===== config.mk =====
export PLATFORM = sky130hd
export DESIGN_NAME = clkdiv_lock
export DESIGN_NICKNAME = d
export VERILOG_FILES = /design/src/rtl/clkdiv_pkg.sv /design/src/rtl/clkdiv_ctrl.sv /design/src/rtl/clkdiv_tick.sv /design/src/rtl/clkdiv_lock.sv
export SDC_FILE = /design/constraint.sdc
export NUM_CORES = 1
export LEC_CHECK = 0
export ABC_AREA = 1
export BUFFER_PORTS_ARGS = -buffer_cell sky130_fd_sc_hd__buf_2
export CORE_MARGIN = 1
export CORE_UTILIZATION = 53
export DETAILED_ROUTE_END_ITERATION = 6
export GPL_TIMING_DRIVEN = 0
export HOLD_SLACK_MARGIN = 0.02
export MAX_ROUTING_LAYER = met4
export PLACE_DENSITY_LB_ADDON = 0.12
export SYNTH_ARGS = -nofsm -noshare
export SYNTH_HDL_FRONTEND = slang
export SYNTH_HIERARCHICAL = 1
export SYNTH_SLANG_ARGS = --single-unit

===== constraint.sdc =====
create_clock -name clk_i -period 2.5 [get_ports clk_i]
set_clock_uncertainty 0.2 [all_clocks]
set_input_delay 0.125 -clock clk_i [delete_from_list [all_inputs] [get_ports clk_i]]
set_output_delay 0.125 -clock clk_i [all_outputs]
set_load 0.005 [all_outputs]

===== src/rtl/clkdiv_pkg.sv =====
package clkdiv_pkg;
  localparam int unsigned SEL_W = 7;
  localparam int unsigned REG_W = SEL_W + 1;
  localparam int unsigned CNT_W = SEL_W + 1;
  // period = PER_BASE - d
  localparam int unsigned PER_BASE = (1 << SEL_W) + 1;

  typedef struct packed {
    logic             en;
    logic [SEL_W-1:0] sel;
  } ctrl_t;
endpackage


===== src/rtl/clkdiv_ctrl.sv =====
module clkdiv_ctrl
  import clkdiv_pkg::*;
(
  input  logic             clk_i,
  input  logic             rst_ni,
  input  logic             wr_en_i,
  input  logic [REG_W-1:0] wr_data_i,
  output ctrl_t            ctrl_o
);
  ctrl_t ctrl_q, ctrl_d;
  logic  wr_en_bit;
  logic  [SEL_W-1:0] wr_sel;

  assign wr_en_bit = wr_data_i[REG_W-1];
  assign wr_sel    = wr_data_i[SEL_W-1:0];

  always_comb begin
    ctrl_d = ctrl_q;
    if (wr_en_i) begin
      if (!wr_en_bit) begin
        ctrl_d.en = 1'b0;            // select field rejected
      end else if (!ctrl_q.en) begin
        ctrl_d.en  = 1'b1;
        ctrl_d.sel = wr_sel;         // only load point for the select
      end
    end
  end

  always_ff @(posedge clk_i or negedge rst_ni) begin
    if (!rst_ni) ctrl_q <= '0;
    else         ctrl_q <= ctrl_d;
  end

  assign ctrl_o = ctrl_q;

  assert_latch_R3: assert property (@(posedge clk_i) disable iff (!rst_ni)
    (wr_en_i && wr_en_bit && !ctrl_q.en) |=> (ctrl_q.en && ctrl_q.sel == $past(wr_sel)));

  assert_sel_locked_R6: assert property (@(posedge clk_i) disable iff (!rst_ni)
    (ctrl_q.en && !(wr_en_i && !wr_en_bit)) |=> (ctrl_q.en && $stable(ctrl_q.sel)));

  assert_reject_R7: assert property (@(posedge clk_i) disable iff (!rst_ni)
    (wr_en_i && !wr_en_bit) |=> (!ctrl_q.en && $stable(ctrl_q.sel)));
endmodule


===== src/rtl/clkdiv_tick.sv =====
module clkdiv_tick
  import clkdiv_pkg::*;
(
  input  logic             clk_i,
  input  logic             rst_ni,
  input  logic             en_i,
  input  logic [SEL_W-1:0] sel_i,
  output logic             tick_o
);
  localparam logic [CNT_W-1:0] LAST_BASE = CNT_W'(PER_BASE - 1);

  logic [CNT_W-1:0] cnt_q;
  logic [CNT_W-1:0] last;
  logic             wrap;

  assign last = LAST_BASE - {1'b0, sel_i};
  assign wrap = (cnt_q == last);

  always_ff @(posedge clk_i or negedge rst_ni) begin
    if (!rst_ni)      cnt_q <= '0;
    else if (!en_i)   cnt_q <= '0;   // held while bypassed
    else if (wrap)    cnt_q <= '0;
    else              cnt_q <= cnt_q + 1'b1;
  end

  assign tick_o = !en_i || wrap;

  assert_cnt_bound_R4: assert property (@(posedge clk_i) disable iff (!rst_ni)
    en_i |-> (cnt_q <= last));

  assert_restart_R5: assert property (@(posedge clk_i) disable iff (!rst_ni)
    $rose(en_i) |-> (cnt_q == '0));

  assert_bypass_R8: assert property (@(posedge clk_i) disable iff (!rst_ni)
    $fell(en_i) |-> tick_o);
endmodule


===== src/rtl/clkdiv_lock.sv =====
module clkdiv_lock
  import clkdiv_pkg::*;
(
  input  logic       clk_i,
  input  logic       rst_ni,
  input  logic       wr_en_i,
  input  logic [7:0] wr_data_i,
  output logic [7:0] rd_data_o,
  output logic       tick_o
);
  ctrl_t ctrl;

  clkdiv_ctrl u_ctrl (
    .clk_i     (clk_i),
    .rst_ni    (rst_ni),
    .wr_en_i   (wr_en_i),
    .wr_data_i (wr_data_i),
    .ctrl_o    (ctrl)
  );

  clkdiv_tick u_tick (
    .clk_i  (clk_i),
    .rst_ni (rst_ni),
    .en_i   (ctrl.en),
    .sel_i  (ctrl.sel),
    .tick_o (tick_o)
  );

  assign rd_data_o = ctrl;

  assert_bypass_strobe_R2: assert property (@(posedge clk_i) disable iff (!rst_ni)
    !rd_data_o[7] |-> tick_o);

  assert_min_period_R9: assert property (@(posedge clk_i) disable iff (!rst_ni)
    (rd_data_o[7] && $past(rd_data_o[7]) && $past(tick_o)) |-> !tick_o);
endmodule


==> summary.md <==
| Metric | Value |
|---|---|
| Status | `completed` |
| Die height | `44.9 µm` |
| Crit path DAT | `2.01 ns` |
| Reg power frac | `a little over 40%` |
| Distinct cell type count after synthesis | `22` |
| YS warnings | `6` |
| CTS tree | `done` |
| Top cells by count, synth | `nand2_1, nor2_1, dfrtp_1` |
| # diodes | `0` |
| RD Place Congestion | `0.895` |
| Internal | `between 500 and 600 µW` |
| Reg area | `400 µm²` |
| Worst EP required | `2.17 ns` |
| Final Setup Violations | `0` |
| Worst skew pair latency | `between 0.2 and 0.3 ns` |
| Switching Power | `289 µW` |
| EDFF count, synth | `0` |
| Tmin final | `2.34 ns` |
| FF-to-FF path depth | `5` |
| Layout cells sized above 1 | `19.1%` |
| RR Endpoint | `u_ctrl/ctrl_o[1]` |
| H-tree depth | `1` |
| R2r startpoint | `u_ctrl/ctrl_o[7]` |
| Core box area | `1730 µm²` |
| Synth top area share | `approximately two fifths` |
| Cell row count | `15` |
| Max clock buf depth | `2` |
| CP Max Fanout | `9` |
| Leakage | `0.000677 µW` |
| Post-synth top area cell | `dfrtp_1` |
| Synth Area per Inst | `approximately 7.7 µm²` |
| CP endpoint kind | `primary output` |
| Peak supply drop | `between 0.0003 and 0.0004 V` |
| First-pass GRT wire length | `4410 µm` |
| Initial DRT Pass Iterations | `4` |
| Max cap viols | `0` |
| R2r setup slk | `between 0.2 and 0.3 ns` |
| Final Hold Fails | `0` |
| Fillers | `111` |
| Filler-free cell count of the finished design | `198` |
| Sw Ratio | `35.6%` |
| Final ANT Viol Nets | `0` |
| Routed wire per std cell | `14.0 µm` |
| Grt ovf | `0` |
| Starting Density | `56.6%` |
| Period utilization | `93.5%` |
| Die area | `roughly 2000 µm²` |
| Kind of start point of the critical path | `register` |
| Slew headroom | `76.0%` |
| Post-route DRC | `0` |
| Synth Instances | `127` |
| Via density | `5.30` |
| Clock transition at path regs | `0.11 ns` |
| Async SR Flop Fraction | `100%` |
| CTS root buffer | `clkbuf_4` |
| Clock share of power | `21.9%` |
| Port buffer count | `17` |
| Post-synthesis compound-gate area fraction | `1.54%` |
| Slew Viols, Final | `0` |
| Area after DPL | `1090 µm²` |
| Largest net degree at the start of global routing | `17` |
| Area of the multi-input gates | `510 µm²` |
| Netlist Area Pre-Place | `977 µm²` |
| Hpwl dp | `1480 µm` |
| Post-Synth Adder-Cell Area | `under 10%` |
| Simple-gate portion of the synthesized area | `approximately two fifths` |
| Syn nets | `140` |
| Flops & latches, synth | `16` |
| Combinational Power Share | `roughly 37%` |
| Main combinational cell family by area after synthesis | `simple AND/OR/NAND/NOR gates` |
| Setup TNS | `0 ns` |
| Vias after detailed routing | `roughly 1100` |
| Clock sinks | `16` |
| Iteration-0 DRC Markers | `21` |
| Post-layout nets | `between 150 and 200` |
| Pwr per Cell Area | `584 nW/µm²` |
| Post-Synth XOR/XNOR Area | `8.96%` |
| Routed wire length | `approximately 2800 µm` |
| Slew @ Worst Pin | `about 0.36 ns` |
| TritonCTS Buffers | `3` |
| GRT Util Overall | `about a third` |
| Fmax | `428 MHz` |
| Critical path class | `reg2out` |
| Antenna violations before repair | `0` |
| Area growth syn-to-layout | `42.0%` |
| HP Class | `in2async` |
| Cells after DPL | `approximately 170` |
| Main flop type after synthesis | `dfrtp_1` |
| Die X | `44.9 µm` |
| Vias in the first global route | `1046` |
| Post-route cell area | `~1400 µm²` |
| Post-Route Utilization | `80.4%` |
| Multiplexer area fraction after synthesis | `0%` |
| CP endpoint | `tick_o` |
| Sequential area share after synthesis | `41.0%` |
| Top cells by area, synth | `dfrtp_1, nand2_1, nor2_1` |
| Top-count cell post-synth | `nand2_1` |
| Io pins | `20` |
| Crit path from | `u_ctrl/ctrl_o[0]` |
| Unrepaired setup endpoints after global routing | `no` |
==> cell families (layout without fill, tap and decap cells) <==
group                      after synthesis  after routing
and+or+nand+nor                         80             80
DFF                                     16             16
buffers and inverters                   16             62
xor gates and xnor gates                10             10
AOI/OAI and AO/OA                        3              3
adders and majority gates                2              2
==> cell type report <==
class                           count  area share, %
Timing Repair Buffer               42           24.0
Multi-Input combinational cell     95           36.8
Inverter                           13           3.52
Clock buffer                        4           2.61
Tap cell                           25           2.25
Sequential cell                    16           28.9
Buffer                              3           1.98
==> power groups by stage <==
stage / Combinational (µW) / Clock (µW) / Sequential, µW
after floorplan: 154 / 0 / 326
after global placement: 208 / 0 / 331
after detailed placement: 217 / 0 / 332
after CTS: 265 / 176 / 326
after global routing: 334 / 191 / 335
final: 303 / 177 / 331
==> layer usage <==
layer / vias to the layer above / wire [µm] / part of all wire, % / GRT usage, %
met2: 56 / 1350 / 49 / 49.3
li1: 500 / - / - / -
met5: - / 0 / 0 / -
met3: 18 / 150 / 5.4 / 6.40
met1: 476 / 1120 / 40 / 35.8
met4: 0 / 148 / 5.3 / 23.0
==> registers in the layout, indices dropped and copies added (netlist names) <==
register	cells
u_tick/cnt_q	8
u_ctrl/ctrl_o	8
==> per-stage QoR <==
stage	hold WS (ns)	setup WS, ns	power, µW
after global placement	-0.149	0.526	539
after floorplan	-0.371	0.719	480
after global routing	0.0982	0.0195	859
after detailed placement	-0.137	0.455	549
after CTS	0.0779	0.123	768
final	0.0775	0.162	810
==> worst max-delay path, stage by stage (launching register included) <==
cell,delay [ns]
dfrtp_1,0.42
inv_2,0.12
ha_2,0.30
xnor2_2,0.17
nand2_1,0.08
nor2_1,0.12
nand3_1,0.08
nor2_1,0.09
nand2_1,0.10
nand2_4,0.12
buf_2,0.13
==> worst min-delay path by stage <==
stage	endpoint	cells past startpoint	slack, ns	from
4_1_cts	u_ctrl/ctrl_o[4]	2	0.08	rst_ni
6_report	u_tick/cnt_q[4]	2	0.08	rst_ni
3_5_place_dp	u_tick/cnt_q[6]	1	-0.14	rst_ni
5_1_grt	u_ctrl/ctrl_o[4]	2	0.1	rst_ni
2_1_floorplan	u_ctrl/ctrl_o[0]	0	-0.37	rst_ni
3_3_place_gp	u_tick/cnt_q[6]	1	-0.15	rst_ni
==> repair_timing <==
item | CTS | global route
endpoints found under the setup margin | 0 | 1
hold endpoints to repair | 24 | 0
hold buffers | 24 | 0
gates resized for setup | 0 | 3
setup buffers | 0 | 1
==> placed cells by master (no fill, tap or decap), drive strengths merged <==
cell type,n
nand3b,2
clkbuf,5
dlygate4sd3,24
nand4,9
a21oi,1
xnor2,5
nand2,38
dfrtp,16
buf,20
o21ai,2
xor2,5
inv,13
nor2,18
nor3,1
and3,1
ha,2
nand3,11
No activity file was read; power rests on OpenSTA's default activity.
